## src/rtl/flash_cmd_pkg.sv

```systemverilog
package flash_cmd_pkg;

  typedef enum logic [1:0] {
    RM_ARRAY = 2'd0,
    RM_ID    = 2'd1,
    RM_CFI   = 2'd2
  } rmode_e;

  typedef enum logic [1:0] {
    OP_PROG   = 2'd0,
    OP_SECTOR = 2'd1,
    OP_BLOCK  = 2'd2,
    OP_CHIP   = 2'd3
  } op_e;

  typedef enum logic [2:0] {
    S_IDLE,
    S_KEY1,
    S_KEY2,
    S_PROG,
    S_ERA3,
    S_ERA4,
    S_ERA5
  } seq_e;

  localparam int          CMP_AW    = 16;
  localparam logic [15:0] ADR_KEY_A = 16'h5555;
  localparam logic [15:0] ADR_KEY_B = 16'h2AAA;
  localparam logic [7:0]  B_KEY_A   = 8'hAA;
  localparam logic [7:0]  B_KEY_B   = 8'h55;
  localparam logic [7:0]  B_PROG    = 8'hA0;
  localparam logic [7:0]  B_ERASE   = 8'h80;
  localparam logic [7:0]  B_IDENT   = 8'h90;
  localparam logic [7:0]  B_QUERY   = 8'h98;
  localparam logic [7:0]  B_EXIT    = 8'hF0;
  localparam logic [7:0]  B_SECTOR  = 8'h30;
  localparam logic [7:0]  B_BLOCK   = 8'h50;
  localparam logic [7:0]  B_CHIP    = 8'h10;

endpackage

```

## src/rtl/fcs_strobe_sync.sv

```systemverilog
module fcs_strobe_sync #(
  parameter int AW          = 20,
  parameter int DW          = 16,
  parameter int SYNC_STAGES = 2
) (
  input  logic          clk,
  input  logic          rst,
  input  logic          we_n,
  input  logic          ce_n,
  input  logic [AW-1:0] addr,
  input  logic [DW-1:0] din,
  output logic          wr_stb,
  output logic [AW-1:0] wr_addr,
  output logic [DW-1:0] wr_data
);

  localparam int TOP = SYNC_STAGES - 1;

  logic [SYNC_STAGES-1:0] we_sh;
  logic [SYNC_STAGES-1:0] ce_sh;
  logic                   act;
  logic                   act_q;
  logic                   cyc_start;
  logic                   cyc_end;
  logic [AW-1:0]          addr_cap;
  logic [DW-1:0]          data_cap;

  // strobe synchronizers, idle high
  always_ff @(posedge clk) begin
    if (rst) begin
      we_sh <= '1;
      ce_sh <= '1;
    end else begin
      we_sh <= {we_sh[TOP-1:0], we_n};
      ce_sh <= {ce_sh[TOP-1:0], ce_n};
    end
  end

  // a bus write lasts while both strobes are low
  assign act       = ~we_sh[TOP] & ~ce_sh[TOP];
  assign cyc_start = act & ~act_q;
  assign cyc_end   = ~act & act_q;

  always_ff @(posedge clk) begin
    if (rst) begin
      act_q    <= 1'b0;
      addr_cap <= '0;
      data_cap <= '0;
      wr_stb   <= 1'b0;
      wr_addr  <= '0;
      wr_data  <= '0;
    end else begin
      act_q  <= act;
      wr_stb <= cyc_end;
      if (cyc_start) addr_cap <= addr;
      if (act)       data_cap <= din;
      if (cyc_end) begin
        wr_addr <= addr_cap;
        wr_data <= data_cap;
      end
    end
  end

  a_r2_stb_gap: assert property (@(posedge clk) disable iff (rst)
    wr_stb |=> !wr_stb);

endmodule

```

## src/rtl/fcs_seq_fsm.sv

```systemverilog
module fcs_seq_fsm
  import flash_cmd_pkg::*;
#(
  parameter int AW       = 20,
  parameter int DW       = 16,
  parameter int SECT_LSB = 10,
  parameter int BLK_LSB  = 15
) (
  input  logic          clk,
  input  logic          rst,
  input  logic          wr_stb,
  input  logic [AW-1:0] wr_addr,
  input  logic [DW-1:0] wr_data,
  input  logic          op_done,
  output logic          op_valid,
  output op_e           op_type,
  output logic [AW-1:0] op_addr,
  output logic [DW-1:0] op_data,
  output rmode_e        read_mode,
  output logic          busy
);

  seq_e          st, st_n;
  rmode_e        mode_n;
  logic          accept;
  logic          issue;
  op_e           itype;
  logic [AW-1:0] iaddr;
  logic [7:0]    lo;
  logic [15:0]   al;
  logic          busy_n;

  assign lo     = wr_data[7:0];
  assign al     = wr_addr[CMP_AW-1:0];
  // completion frees the block before the write is judged
  assign accept = wr_stb && (!busy || op_done);

  always_comb begin
    st_n   = st;
    mode_n = read_mode;
    issue  = 1'b0;
    itype  = OP_PROG;
    iaddr  = wr_addr;
    if (accept) begin
      st_n = S_IDLE;
      unique case (st)
        S_IDLE: begin
          if (lo == B_KEY_A && al == ADR_KEY_A) st_n = S_KEY1;
          else if (lo == B_EXIT)                mode_n = RM_ARRAY;
        end
        S_KEY1: begin
          if (lo == B_KEY_B && al == ADR_KEY_B) st_n = S_KEY2;
        end
        S_KEY2: begin
          if (al == ADR_KEY_A) begin
            case (lo)
              B_PROG:  st_n   = S_PROG;
              B_ERASE: st_n   = S_ERA3;
              B_IDENT: mode_n = RM_ID;
              B_QUERY: mode_n = RM_CFI;
              B_EXIT:  mode_n = RM_ARRAY;
              default: st_n   = S_IDLE;
            endcase
          end
        end
        S_PROG: begin
          issue = 1'b1;
          itype = OP_PROG;
        end
        S_ERA3: begin
          if (lo == B_KEY_A && al == ADR_KEY_A) st_n = S_ERA4;
        end
        S_ERA4: begin
          if (lo == B_KEY_B && al == ADR_KEY_B) st_n = S_ERA5;
        end
        S_ERA5: begin
          if (lo == B_SECTOR) begin
            issue = 1'b1;
            itype = OP_SECTOR;
            iaddr = {wr_addr[AW-1:SECT_LSB], {SECT_LSB{1'b0}}};
          end else if (lo == B_BLOCK) begin
            issue = 1'b1;
            itype = OP_BLOCK;
            iaddr = {wr_addr[AW-1:BLK_LSB], {BLK_LSB{1'b0}}};
          end else if (lo == B_CHIP && al == ADR_KEY_A) begin
            issue = 1'b1;
            itype = OP_CHIP;
            iaddr = '0;
          end
        end
        default: st_n = S_IDLE;
      endcase
    end
  end

  always_comb begin
    if (issue)        busy_n = 1'b1;
    else if (op_done) busy_n = 1'b0;
    else              busy_n = busy;
  end

  always_ff @(posedge clk) begin
    if (rst) begin
      st        <= S_IDLE;
      read_mode <= RM_ARRAY;
      busy      <= 1'b0;
      op_valid  <= 1'b0;
      op_type   <= OP_PROG;
      op_addr   <= '0;
      op_data   <= '0;
    end else begin
      st        <= st_n;
      read_mode <= mode_n;
      busy      <= busy_n;
      op_valid  <= issue;
      if (issue) begin
        op_type <= itype;
        op_addr <= iaddr;
        op_data <= wr_data;
      end
    end
  end

  a_r11_ignore_busy: assert property (@(posedge clk) disable iff (rst)
    (wr_stb && busy && !op_done) |=> (!op_valid && $stable(read_mode)));

  a_r11_busy_on_issue: assert property (@(posedge clk) disable iff (rst)
    op_valid |-> busy);

  a_r11_busy_release: assert property (@(posedge clk) disable iff (rst)
    $fell(busy) |-> $past(op_done));

  a_r13_op_pulse: assert property (@(posedge clk) disable iff (rst)
    op_valid |=> !op_valid);

  a_r4_sector_align: assert property (@(posedge clk) disable iff (rst)
    (op_valid && op_type == OP_SECTOR) |-> (op_addr[SECT_LSB-1:0] == '0));

  a_r5_block_align: assert property (@(posedge clk) disable iff (rst)
    (op_valid && op_type == OP_BLOCK) |-> (op_addr[BLK_LSB-1:0] == '0));

  a_r6_chip_zero: assert property (@(posedge clk) disable iff (rst)
    (op_valid && op_type == OP_CHIP) |-> (op_addr == '0));

  a_r10_mode_legal: assert property (@(posedge clk) disable iff (rst)
    read_mode != 2'd3);

endmodule

```

## src/rtl/fcs_id_rom.sv

```systemverilog
module fcs_id_rom
  import flash_cmd_pkg::*;
#(
  parameter int          AW     = 20,
  parameter int          DW     = 16,
  parameter logic [15:0] MFR_ID = 16'h00BF,
  parameter logic [15:0] DEV_ID = 16'h2761
) (
  input  logic          clk,
  input  logic          rst,
  input  rmode_e        read_mode,
  input  logic [AW-1:0] addr,
  output logic [DW-1:0] id_word
);

  localparam logic [AW-1:0] ADR_MFR = AW'(0);
  localparam logic [AW-1:0] ADR_DEV = AW'(1);

  logic [DW-1:0] word_n;

  always_comb begin
    word_n = '0;
    if (read_mode == RM_ID) begin
      if (addr == ADR_MFR)      word_n = DW'(MFR_ID);
      else if (addr == ADR_DEV) word_n = DW'(DEV_ID);
    end
  end

  always_ff @(posedge clk) begin
    if (rst) id_word <= '0;
    else     id_word <= word_n;
  end

  a_r7_id_quiet: assert property (@(posedge clk) disable iff (rst)
    (read_mode != RM_ID) |=> (id_word == '0));

endmodule

```

## src/rtl/flash_cmd_seq.sv

```systemverilog
module flash_cmd_seq
  import flash_cmd_pkg::*;
#(
  parameter int AW          = 20,
  parameter int DW          = 16,
  parameter int SYNC_STAGES = 2,
  parameter int SECT_LSB    = 10,
  parameter int BLK_LSB     = 15
) (
  input  logic          clk,
  input  logic          rst,
  input  logic          we_n,
  input  logic          ce_n,
  input  logic [AW-1:0] addr,
  input  logic [DW-1:0] din,
  input  logic          op_done,
  output logic          op_valid,
  output logic [1:0]    op_type,
  output logic [AW-1:0] op_addr,
  output logic [DW-1:0] op_data,
  output logic [1:0]    read_mode,
  output logic          busy,
  output logic [DW-1:0] id_word
);

  logic          wr_stb;
  logic [AW-1:0] wr_addr;
  logic [DW-1:0] wr_data;
  op_e           op_type_i;
  rmode_e        mode_i;

  fcs_strobe_sync #(
    .AW(AW), .DW(DW), .SYNC_STAGES(SYNC_STAGES)
  ) u_sync (
    .clk(clk), .rst(rst), .we_n(we_n), .ce_n(ce_n),
    .addr(addr), .din(din),
    .wr_stb(wr_stb), .wr_addr(wr_addr), .wr_data(wr_data)
  );

  fcs_seq_fsm #(
    .AW(AW), .DW(DW), .SECT_LSB(SECT_LSB), .BLK_LSB(BLK_LSB)
  ) u_fsm (
    .clk(clk), .rst(rst),
    .wr_stb(wr_stb), .wr_addr(wr_addr), .wr_data(wr_data),
    .op_done(op_done),
    .op_valid(op_valid), .op_type(op_type_i), .op_addr(op_addr),
    .op_data(op_data), .read_mode(mode_i), .busy(busy)
  );

  fcs_id_rom #(
    .AW(AW), .DW(DW)
  ) u_id (
    .clk(clk), .rst(rst), .read_mode(mode_i), .addr(addr), .id_word(id_word)
  );

  assign op_type   = op_type_i;
  assign read_mode = mode_i;

endmodule

```

## config.mk

```make
export PLATFORM = sky130hd
export DESIGN_NAME = flash_cmd_seq
export DESIGN_NICKNAME = d
export VERILOG_FILES = /design/src/rtl/flash_cmd_pkg.sv /design/src/rtl/fcs_strobe_sync.sv /design/src/rtl/fcs_seq_fsm.sv /design/src/rtl/fcs_id_rom.sv /design/src/rtl/flash_cmd_seq.sv
export SDC_FILE = /design/constraint.sdc
export NUM_CORES = 1
export LEC_CHECK = 0
export ABC_AREA = 1
export BUFFER_PORTS_ARGS = -buffer_cell sky130_fd_sc_hd__buf_2
export CORE_MARGIN = 2
export CORE_UTILIZATION = 55
export CTS_BUF_LIST = sky130_fd_sc_hd__clkbuf_8
export CTS_CLUSTER_DIAMETER = 50
export DETAILED_ROUTE_END_ITERATION = 12
export GPL_ROUTABILITY_DRIVEN = 0
export PLACE_DENSITY = 0.82
export SLEW_MARGIN = 40
export SYNTH_ARGS = -nofsm -noshare
export SYNTH_HDL_FRONTEND = slang
export SYNTH_SLANG_ARGS = --single-unit
export TNS_END_PERCENT = 10
```

## constraint.sdc

```tcl
create_clock -name clk -period 1.8 [get_ports clk]
set_input_delay 0.27 -clock clk [delete_from_list [all_inputs] [get_ports clk]]
set_output_delay 0.27 -clock clk [all_outputs]
set_load 0.01 [all_outputs]
```

### Yosys cells after proc, flatten, opt, wreduce, memory -nomap -nowiden

Index checks and enable logic that the tools add are counted.
Widths: inputs -> output; s select.

| storage, ports and cells | value |
|---|---|
| logic and storage cells | 93 |
| output and inout port bits | 58 |
| bits in registers | 137 |

| operators by class | value |
|---|---|
| reductions and logical operators | 13 |
| bitwise operators | 8 |
| multiplexer cells | 31 |
| equal/unequal tests | 24 |

Operators by type and width:

| cell | number |
|---|---|
| $mux 20 | 5 |
| $eq 8x8->1 const B | 6 |
| $eq 20x1->1 const B | 1 |
| $logic_not 20->1 | 1 |
| $mux 2 | 9 |
| $eq 16x14->1 const B | 1 |
| $eq 16x15->1 const B | 1 |
| $eq 8x7->1 const B | 2 |
| $pmux 3 s5 | 1 |
| $mux 14 | 1 |
| $eq 3x3->1 const B | 3 |
| $mux 3 | 3 |
| $eq 8x5->1 const B | 1 |
| $eq 8x6->1 const B | 1 |
| $mux 8 | 1 |
| $mux 1 | 7 |
| $eq 3x2->1 const B | 2 |
| $pmux 2 s3 | 1 |
| $pmux 3 s2 | 1 |
| $reduce_and 6->1 | 1 |
| $not 1->1 | 5 |
| $logic_and 1x1->1 | 4 |
| $ne 2x1->1 const B | 2 |
| $ne 4x1->1 const B | 1 |
| other kinds (12) | 15 |

### Depth between registers and ports, before layout

Gate-level depths: netlist of the first run.

| depth | value |
|---|---|
| word-level depth | 8 |
| gate-level depth with buffers | 12 |

### By module

A second synthesis of the first run with hierarchy kept.

| second synthesis, totals | value |
|---|---|
| cells, all modules | 827 |
| area, all modules | 5,652.9 um^2 |

Modules (own cells, without submodules):

| module | times used | area each (um^2) | seq. area each (um^2) | cells each |
|---|---|---|---|---|
| fcs_strobe_sync | 1 | 3,042.9 | 1,561.5 | 417 |
| fcs_seq_fsm | 1 | 2,329.7 | 900.9 | 364 |
| fcs_id_rom | 1 | 280.3 | 60.1 | 46 |

### Worst setup path before layout of the first run

Ideal clock, no wire load.

| timing path | value |
|---|---|
| path type | reg2reg |
| start | register u_sync.wr_data[0] |
| end | register u_fsm.op_data[15] |
| path slack | 347 ps |
| setup time | 115 ps |
| cell stages (with the launch flop) | 12 |
| data required time | 1,685 ps |
| arrival | 1,339 ps |
| path through | dfxtp_1 > nor2_4 > nand2_2 > nor2_2 > nand3_2 > nand3_2 > nand2_2 > nand2_8 > buf_6 > nand3b_1 > nand2_1 > nor2_1 |

| between the ends | value |
|---|---|
| cells in the longest elaborated chain, start to end | 7 |
| elaborated cells between the ends (all ways) | 9 |
| classes of those cells | eq/ne: 3; mux: 5; reduce/logical: 1 |

Ends and longest elaborated chain:

| what | RTL line | RTL |
|---|---|---|
| start, declared | fcs_strobe_sync.sv:14 | `output logic [DW-1:0] wr_data` |
| start signal, assigned | fcs_strobe_sync.sv:59 | `wr_data <= data_cap;` |
| $eq 8x5->1 | fcs_seq_fsm.sv:85 | `end else if (lo == B_CHIP && al == ADR_KEY_A) begin` |
| $logic_and 1x1->1 | fcs_seq_fsm.sv:85 |  |
| $mux 1 | fcs_seq_fsm.sv:85 |  |
| $mux 1 | fcs_seq_fsm.sv:81 | `end else if (lo == B_BLOCK) begin` |
| $mux 1 (*) | fcs_seq_fsm.sv:77 | `if (lo == B_SECTOR) begin` |
| $pmux 1 s2 (*) | fcs_seq_fsm.sv:46 | `unique case (st)` |
| $mux 1 (*) | fcs_seq_fsm.sv:44 | `if (accept) begin` |
| end signal, assigned | fcs_seq_fsm.sv:119 | `op_data <= wr_data;` |
| end, declared | fcs_seq_fsm.sv:18 | `output logic [DW-1:0] op_data,` |

Mark *: on every way between the ends. The rest lies on a longest branch, timed or not.
A chain may end at the register's enable or synchronous reset.

### Final worst setup path of the first run

| timing path | value |
|---|---|
| start | register u_sync.wr_data[7] |
| end | register u_fsm.op_addr[6] |

| between the ends | value |
|---|---|
| cells in the longest elaborated chain, start to end | 7 |
| elaborated cells between the ends (all ways) | 14 |
| classes of those cells | eq/ne: 3; mux: 10; reduce/logical: 1 |

Ends and longest elaborated chain:

| what | RTL line | RTL |
|---|---|---|
| $eq 8x5->1 | fcs_seq_fsm.sv:85 |  |
| $logic_and 1x1->1 | fcs_seq_fsm.sv:85 |  |
| $mux 1 or $mux 20 (tied branches) | fcs_seq_fsm.sv:85 |  |
| $mux 1 or $mux 20 (tied branches) | fcs_seq_fsm.sv:81 |  |
| $mux 1 or $mux 20 (tied branches) | fcs_seq_fsm.sv:77 |  |
| $pmux 1 s2 or $mux 20 (tied branches) | fcs_seq_fsm.sv:46 |  |
| $mux 1 or $mux 20 (tied branches) | fcs_seq_fsm.sv:44 |  |
| end signal, assigned | fcs_seq_fsm.sv:118 | `op_addr <= iaddr;` |
| end, declared | fcs_seq_fsm.sv:17 | `output logic [AW-1:0] op_addr,` |

Several ways; a longest one is shown, not always the timed one.

==> results of run 1 <==
[path summary, 6_finish.rpt]
kind	slack, ps	endpoint	startpoint
min reg2reg	410	u_sync.we_sh[1]	u_sync.we_sh[0]
min	20	u_sync.we_sh[0]	we_n
max reg2reg	120	u_fsm.op_addr[6]	u_sync.wr_data[7]
max	120	u_fsm.op_addr[6]	u_sync.wr_data[7]
[flip-flops by register name (all words and copies together), names as in the netlist, 2 cells and up]
register and flops:
u_fsm.op_addr 20, u_sync.addr_cap 20, u_sync.wr_addr 20, u_fsm.op_data 16
u_sync.data_cap 16, u_sync.wr_data 16, u_fsm.st 3, u_id.id_word 3
u_fsm.op_type 2, u_fsm.read_mode 2, u_sync.ce_sh 2, u_sync.we_sh 2
[per-layer routing]
| metal | vias up | part of all wire, % | GRT usage [%] |
|---|---|---|---|
| li1 | 2466 | - | - |
| met1 | 2242 | 46 | 32.6 |
| met2 | 190 | 46 | 38.5 |
| met3 | 15 | 6.3 | 6.35 |
| met4 | 0 | 1.2 | 7.59 |
| met5 | - | 0 | 0 |
[cells in the final DEF, fill, tap and decap left out, types with 6 or more instances in the layout]
cell type / count
o31ai_1: 7
nand4_1: 7
nor2_2: 6
nand2_1: 112
inv_2: 6
a21oi_1: 50
clkinv_2: 6
dfxtp_1: 122
nand3_1: 46
nor2_1: 160
nand3b_1: 9
nor3_1: 9
buf_2: 94
clkbuf_8: 19
o21ai_0: 58
buf_4: 16
inv_1: 37
[power by group through the flow]
stage                     Combinational, uW  Sequential, uW  Clock [uW]
after floorplan                        99.1            2870           0
after global placement                  160            2880           0
after detailed placement                165            2880           0
after CTS                               166            2810        2250
after global routing                    190            2820        2360
final                                   167            2820        2230
[per-stage QoR]
| stage | std cells | hold slack (ps) | instance area [um^2] | utilization, % |
|---|---|---|---|---|
| 4_1_cts | 934 | 2.99 | 6120 | 66.2 |
| 5_1_grt | 939 | 11.6 | 6220 | 67.3 |
| 3_3_place_gp | 902 | 391 | 5750 | 62.3 |
| 3_5_place_dp | 902 | 398 | 5750 | 62.3 |
| 6_report | 939 | 16.7 | 6220 | 67.3 |
| 2_1_floorplan | 715 | 349 | 5240 | - |
[kinds of logic after synthesis]
kind of cell / share of synthesized area [%]
compound gates: 11.6
buf+inv: 9.06
flops: 48.2
other cells: 0.0717
simple gates: 31.0
[cell usage after synthesis (all sizes together)]
cell type | n | area share [%]
nor2 | 170 | 13
dfxtp | 126 | 48
nand2 | 116 | 8.9
o21ai | 58 | 5.5
a21oi | 50 | 4.8
nand3 | 49 | 4.9
inv | 41 | 2.9
buf | 40 | 5.0
clkbuf | 14 | 1.0
nor3 | 10 | 1.2
nand3b | 9 | 1.3
nand4 | 7 | 0.84
o31ai | 7 | 1.0
nor4 | 4 | 0.48
or2 | 4 | 0.48
nor3b | 2 | 0.29
a21boi | 1 | 0.14
a31oi | 1 | 0.12
and2 | 1 | 0.12
clkinv | 1 | 0.072
conb | 1 | 0.072
[layout make-up]
cell class / count / area share (%)
Tap cell: 129 / 2.60
Sequential cell: 126 / 40.7
Inverter: 42 / 2.54
Clock buffer: 19 / 4.21
Clock inverter: 13 / 1.61
Timing Repair Buffer: 116 / 11.4
Multi-Input combinational cell: 494 / 37.0
[timing repair]
action	CTS	global route
buffers inserted	0	3
resized for setup	0	14
endpoints found under the setup margin	0	32
==> summary.txt, run 1 <==
Status
  – Status: finished, final reports clean

GRT
  – First-pass GRT wire length: 20100 um
  – Initial antenna violation count: 0
  – Grt ovf: 0
  – Vias in the first global route: 4416
  – Global Route Usage Sum: 24.3%
  – Largest net degree at the start of global routing: roughly 110

Worst hold path
  – Hold path depth: 2
  – Worst Hold Class: input pin to register

Die
  – Die Wd: between 100 and 150 um
  – Die height: between 100 and 150 um
  – Core Box Area: about 0.0092 mm^2
  – Die area: 0.0103 mm^2
  – Io pins: 99
  – Row count: 35
  – Initial core utilization: 56.6%

Timing
  – Setup Skew: 5.92 ps
  – RSZ-0062 raised after global routing: yes
  – Max_slew headroom: 65.8%
  – Final Cycle Share: 93.4%
  – F_max: 0.595 GHz
  – Minimum clock period: 1680 ps
  – Sum Neg Setup Slack: 0 ps
  – Actual slew at the worst max-slew pin: 512 ps
  – Final Max Slew Viols: 0
  – PnR worst setup slack: approximately 120 ps
  – Fin. Hold Viols: 0
  – Setup-failing EPs final: 0

Job
  – Max-Cap Viols: 0

Route
  – Post-route ant nets: 0
  – Wirelength, routed: 12200 um
  – Via/cell ratio: 5.23
  – DRC: 0
  – Initial DRC count: 238
  – WL/cell: 13.0 um
  – Vias after detailed routing: between 4000 and 5000
  – First drt pass iteration count: 5

Final layout
  – Seq. cell area: ~0.0025 mm^2
  – Diode count: 0
  – Nets: about 840
  – Area of the multi-input gates: 0.00230 mm^2
  – Layout cells sized above 1: 22.2%
  – Area Growth Syn to Fin: 18.8%
  – Filler Cells Inserted: ~780

Clock tree
  – CTS Buf Count: 17
  – # hold bufs at CTS: 0
  – H-tree Lvls: 4
  – Clk_lat worst skew: 430 ps
  – Clock Sinks: 126
  – Clk slew on worst S/H paths: 70 ps
  – Clock Path Buffers: 2
  – Clk root buf: clkbuf_8
  – CTS tree: built

Pwr
  – Sw frac: 23.0%
  – Sequential share of power: 54.0%
  – Pwr Total: 5210 uW
  – P_leak: roughly 0.0028 uW
  – Int Power: around 4000 uW
  – Switching Power: between 1000 and 1500 uW
  – Power share of the clock group: 42.8%
  – Pwr Density: 838 mW/mm^2
  – Max VDD drop: 0.586 mV
  – Combinational fraction of design power: between 3 and 4%

Yosys
  – Mapped Area: 0.00523 mm^2
  – Post-synthesis cell count: 712
  – #FFs+latches synth: 126
  – Distinct cells, synth: 32
  – Syn avg cell area: 7.35 um^2
  – Sequential share of the synthesized area: about half
  – Synth warn: 0

Setup path
  – Cell chain of the critical path: inv_1 -> nand3_1 -> nor2_1 -> inv_2 -> nand3_2 -> nand2_2 -> nand2_8 -> buf_12 -> nand3_1 -> nand2_1 -> nor2_1
  – Top Family by Delay on Critical Path: simple AND/OR/NAND/NOR gates
  – Critical Path Stages: 11
  – Max incr delay on CP: 340 ps
  – Worst Setup End Kind: register
  – CP startpoint kind: register
  – Worst Reg2Reg Path Length in Cells: 11
  – WP data required: around 2100 ps
  – Slowest cell on the critical path: dfxtp_1
  – Crit-path max FO: 15
  – Setup Crit Path Kind: register to register
  – Critical path buffer and inverter count: 3
  – Crit path DAT: 2010 ps

Placement
  – Setup WS pre-CTS: 107 ps
  – Post-DP HPWL: 8380 um
  – PortBufs: 94
No activity file was read; power rests on OpenSTA's default activity.
==> inputs of run 2 (changes only) <==
Settings changed: BUFFER_PORTS_ARGS -buffer_cell sky130_fd_sc_hd__buf_2 to not set, DONT_BUFFER_PORTS set to 1, PLACE_DENSITY 0.82 to 0.73, RECOVER_POWER set to 50.
==> run 2 against run 1 <==
Compared with the run above: worst hold slack got worse by 5.9 ps; cell area is 1.4% lower; sequential power about the same; die area stayed put; clock power rose by 4%; utilization fell by 0.97 points; global-route usage is 0.35 points lower; clock skew is 5.6 ps higher; sequential share of layout area increased by 0.58 points; wire length rose by 0.39%; cell count is 5.8% lower; maximum frequency is 0.39% lower.
==> summary.txt, run 2 (same netlist as run 1, synthesis figures left out) <==
Status
  – Status: finished, final reports clean (unchanged)

Final layout
  – Commonest non-fill, non-tap cell in the layout: nor2_1 (unchanged)
  – Nets: 785 (was 838)
  – Filler Cells Inserted: 811 (was 784)
  – Highest-count cells in the layout ignoring fill and taps: 161 x nor2_1, 123 x dfxtp_1, 112 x nand2_1 (was 160 x nor2_1, 122 x dfxtp_1, 112 x nand2_1)
  – Area Growth Syn to Fin: 17.1% (was 18.8%)
  – Non-filler cells, final: 885 (was 939)
  – Biggest regs: u_fsm.op_addr (20), u_sync.addr_cap (20), u_sync.wr_addr (20) (unchanged)
  – Fin area: 0.00613 mm^2 (was 0.00622 mm^2)
  – Diode count: 0 (unchanged)
  – Post-layout util: 66.3% (was 67.3%)
  – Layout cells sized above 1: 10.8% (was 22.2%)

Timing
  – Fin. Hold Viols: 0 (unchanged)
  – PnR worst setup slack: 113 ps (was 119 ps)
  – Minimum clock period: 1690 ps (was 1680 ps)
  – Setup Skew: 11.5 ps (was 5.92 ps)
  – RSZ-0062 raised after global routing: yes (unchanged)
  – Setup-failing EPs final: 0 (unchanged)
  – Final Max Slew Viols: 0 (unchanged)
  – Actual slew at the worst max-slew pin: 667 ps (was 512 ps)
  – Sum Neg Setup Slack: 0 ps (unchanged)
  – F_max: 0.593 GHz (was 0.595 GHz)
  – Max_slew headroom: 55.4% (was 65.8%)
  – Final Cycle Share: 93.7% (was 93.4%)

Setup path
  – Worst Reg2Reg Path Length in Cells: 11 (unchanged)
  – Crit-path max FO: 13 (was 15)
  – Worst Setup End Kind: register (unchanged)
  – Top Family by Delay on Critical Path: simple AND/OR/NAND/NOR gates (unchanged)
  – Cell chain of the critical path: nor2_2 -> nand2_4 -> nor2_4 -> nand3_2 -> nand3_2 -> nand2_2 -> nand2_8 -> buf_12 -> buf_4 -> a21oi_1 -> nor2_1 (was inv_1 -> nand3_1 -> nor2_1 -> inv_2 -> nand3_2 -> nand2_2 -> nand2_8 -> buf_12 -> nand3_1 -> nand2_1 -> nor2_1)
  – Critical Path Stages: 11 (unchanged)
  – Top cell by count, worst path: nand3_2
  – Setup crit start: u_sync.wr_data[2] (was u_sync.wr_data[7])
  – Critical path buffer and inverter count: 2 (was 3)
  – WP data required: 2160 ps (was 2130 ps)
  – Setup Crit Path Kind: register to register (unchanged)
  – R2R Setup Slk: 110 ps (was 120 ps)
  – Crit Reg-Reg Endpoint: u_fsm.op_data[5] (was u_fsm.op_addr[6])
  – Max incr delay on CP: 340 ps (about the same)
  – Reg-to-Reg Start: u_sync.wr_data[2] (was u_sync.wr_data[7])
  – Crit path DAT: 2040 ps (was 2010 ps)
  – Slowest cell on the critical path: dfxtp_1 (unchanged)
  – CP startpoint kind: register (unchanged)
  – CP endpoint: u_fsm.op_data[5] (was u_fsm.op_addr[6])

GRT
  – Initial antenna violation count: 0 (unchanged)
  – Global Route Usage Sum: 23.9% (was 24.3%)
  – Vias in the first global route: 4148 (was 4416)
  – Largest net degree at the start of global routing: 105 (unchanged)
  – First-pass GRT wire length: 19600 um (was 20100 um)
  – Grt ovf: 0 (unchanged)

Route
  – WL/cell: 13.8 um (was 13.0 um)
  – First drt pass iteration count: 6 (was 5)
  – Via/cell ratio: 5.27 (was 5.23)
  – Initial DRC count: 319 (was 238)
  – DRC: 0 (unchanged)
  – Vias after detailed routing: 4666 (was 4913)
  – Wirelength, routed: 12200 um (about the same)
  – Post-route ant nets: 0 (unchanged)

Pwr
  – Max VDD drop: 0.513 mV (was 0.586 mV)
  – P_leak: 0.00251 uW (was 0.00281 uW)
  – Power share of the clock group: 43.5% (was 42.8%)
  – Int Power: 4130 uW (was 4010 uW)
  – Sequential share of power: 53.0% (was 54.0%)
  – Switching Power: 1180 uW (was 1200 uW)
  – Sw frac: 22.2% (was 23.0%)
  – Pwr Density: 867 mW/mm^2 (was 838 mW/mm^2)
  – Combinational fraction of design power: 3.5% (was 3.2%)

Placement
  – PortBufs: 0 (was 94)
  – Placed cell area: 0.00531 mm^2 (was 0.00575 mm^2)
  – Setup WS pre-CTS: 47.2 ps (was 107 ps)
  – Placed insts: 811 (was 902)
  – Post-DP HPWL: 8070 um (was 8380 um)

Die
  – Die area: 0.0103 mm^2 (unchanged)
  – Io pins: 99 (unchanged)
  – Die Wd: 102 um (unchanged)
  – Die height: 102 um (unchanged)
  – Core Box Area: 0.00924 mm^2 (unchanged)
  – Initial core utilization: 56.6% (unchanged)
  – Row count: 35 (unchanged)

Clock tree
  – Clock Sinks: 126 (unchanged)
  – CTS Buf Count: 17 (unchanged)
  – CTS tree: built (unchanged)
  – Clk_lat worst skew: 420 ps (was 430 ps)
  – Clk slew on worst S/H paths: 80 ps (was 70 ps)
  – Clock Path Buffers: 2 (unchanged)
  – H-tree Lvls: 4 (unchanged)
  – Clk root buf: clkbuf_8 (unchanged)

Worst hold path
  – Worst Hold Class: input pin to register (unchanged)

Job
  – Max-Cap Viols: 0 (unchanged)
[run 2: changes by cell type in the layout (fill, tap and decap cells not counted), sizes merged]
| cell | before | now |
|---|---|---|
| buf | 115 | 23 |
| dlygate4sd3 | 0 | 37 |
| clkbuf | 20 | 22 |
| clkinv | 9 | 7 |
| clkinvlp | 2 | 4 |
| bufinv | 1 | 2 |
| inv | 43 | 42 |
| nand2 | 117 | 116 |
[run 2: cell type report]
type	instances	area, um^2	area share (%)
Sequential cell	126	2530	41.2
Clock inverter	13	126	2.06
Timing Repair Buffer	64	629	10.3
Multi-Input combinational cell	493	2280	37.2
Tap cell	129	161	2.63
Clock buffer	18	248	4.04
Inverter	42	158	2.57
[run 2: worst min-delay path by stage]
stage | start | endpoint | slack (ps) | depth (start not counted)
final | din[15] | u_sync.data_cap[15] | 10 | 2
after global routing | din[0] | u_sync.data_cap[0] | 4 | 2
after CTS | din[15] | u_sync.data_cap[15] | 6 | 2
after detailed placement | rst | u_fsm.st[2] | 340 | 1
after global placement | rst | u_fsm.busy | 340 | 1
after floorplan | addr[0] | u_id.id_word[4] | 350 | 1
[run 2: worst reg2reg max path: stages (launching register included)]
cell and delay [ps]:
dfxtp_1 340, nor2_2 170, nand2_4 100, nor2_4 130, nand3_2 110, nand3_2 90, nand2_2 90, nand2_8 140
buf_12 150, buf_4 130, a21oi_1 60, nor2_1 120
[run 2: metal layers]
layer | up-vias | track usage [%] | wire (um)
met2 | 199 | 35.4 | 5370
met4 | 0 | 6.86 | 152
met3 | 17 | 7.80 | 1010
met1 | 2102 | 33.6 | 5680
li1 | 2348 | - | -
met5 | - | 0 | 0
[run 2: timing repair]
action | 4_1_cts | 5_1_grt
hold buffers | 36 | 1
setup buffers | 0 | 5
endpoints found under the hold margin | 53 | 1
setup endpoints to repair | 0 | 30
gates resized for setup | 0 | 10
[run 2: stage by stage]
step	power (uW)	hold WS (ps)
finish	5310	10.9
global route	5500	3.69
CTS	5330	5.81
detailed placement	2990	345
global placement	2990	344
floorplan	2970	349
[run 2: power groups by stage]
stage	clock, uW	combinational, uW	sequential, uW
CTS	2330	182	2810
detailed placement	0	113	2880
floorplan	0	99.1	2870
global route	2480	208	2810
global placement	0	111	2880
finish	2310	186	2810
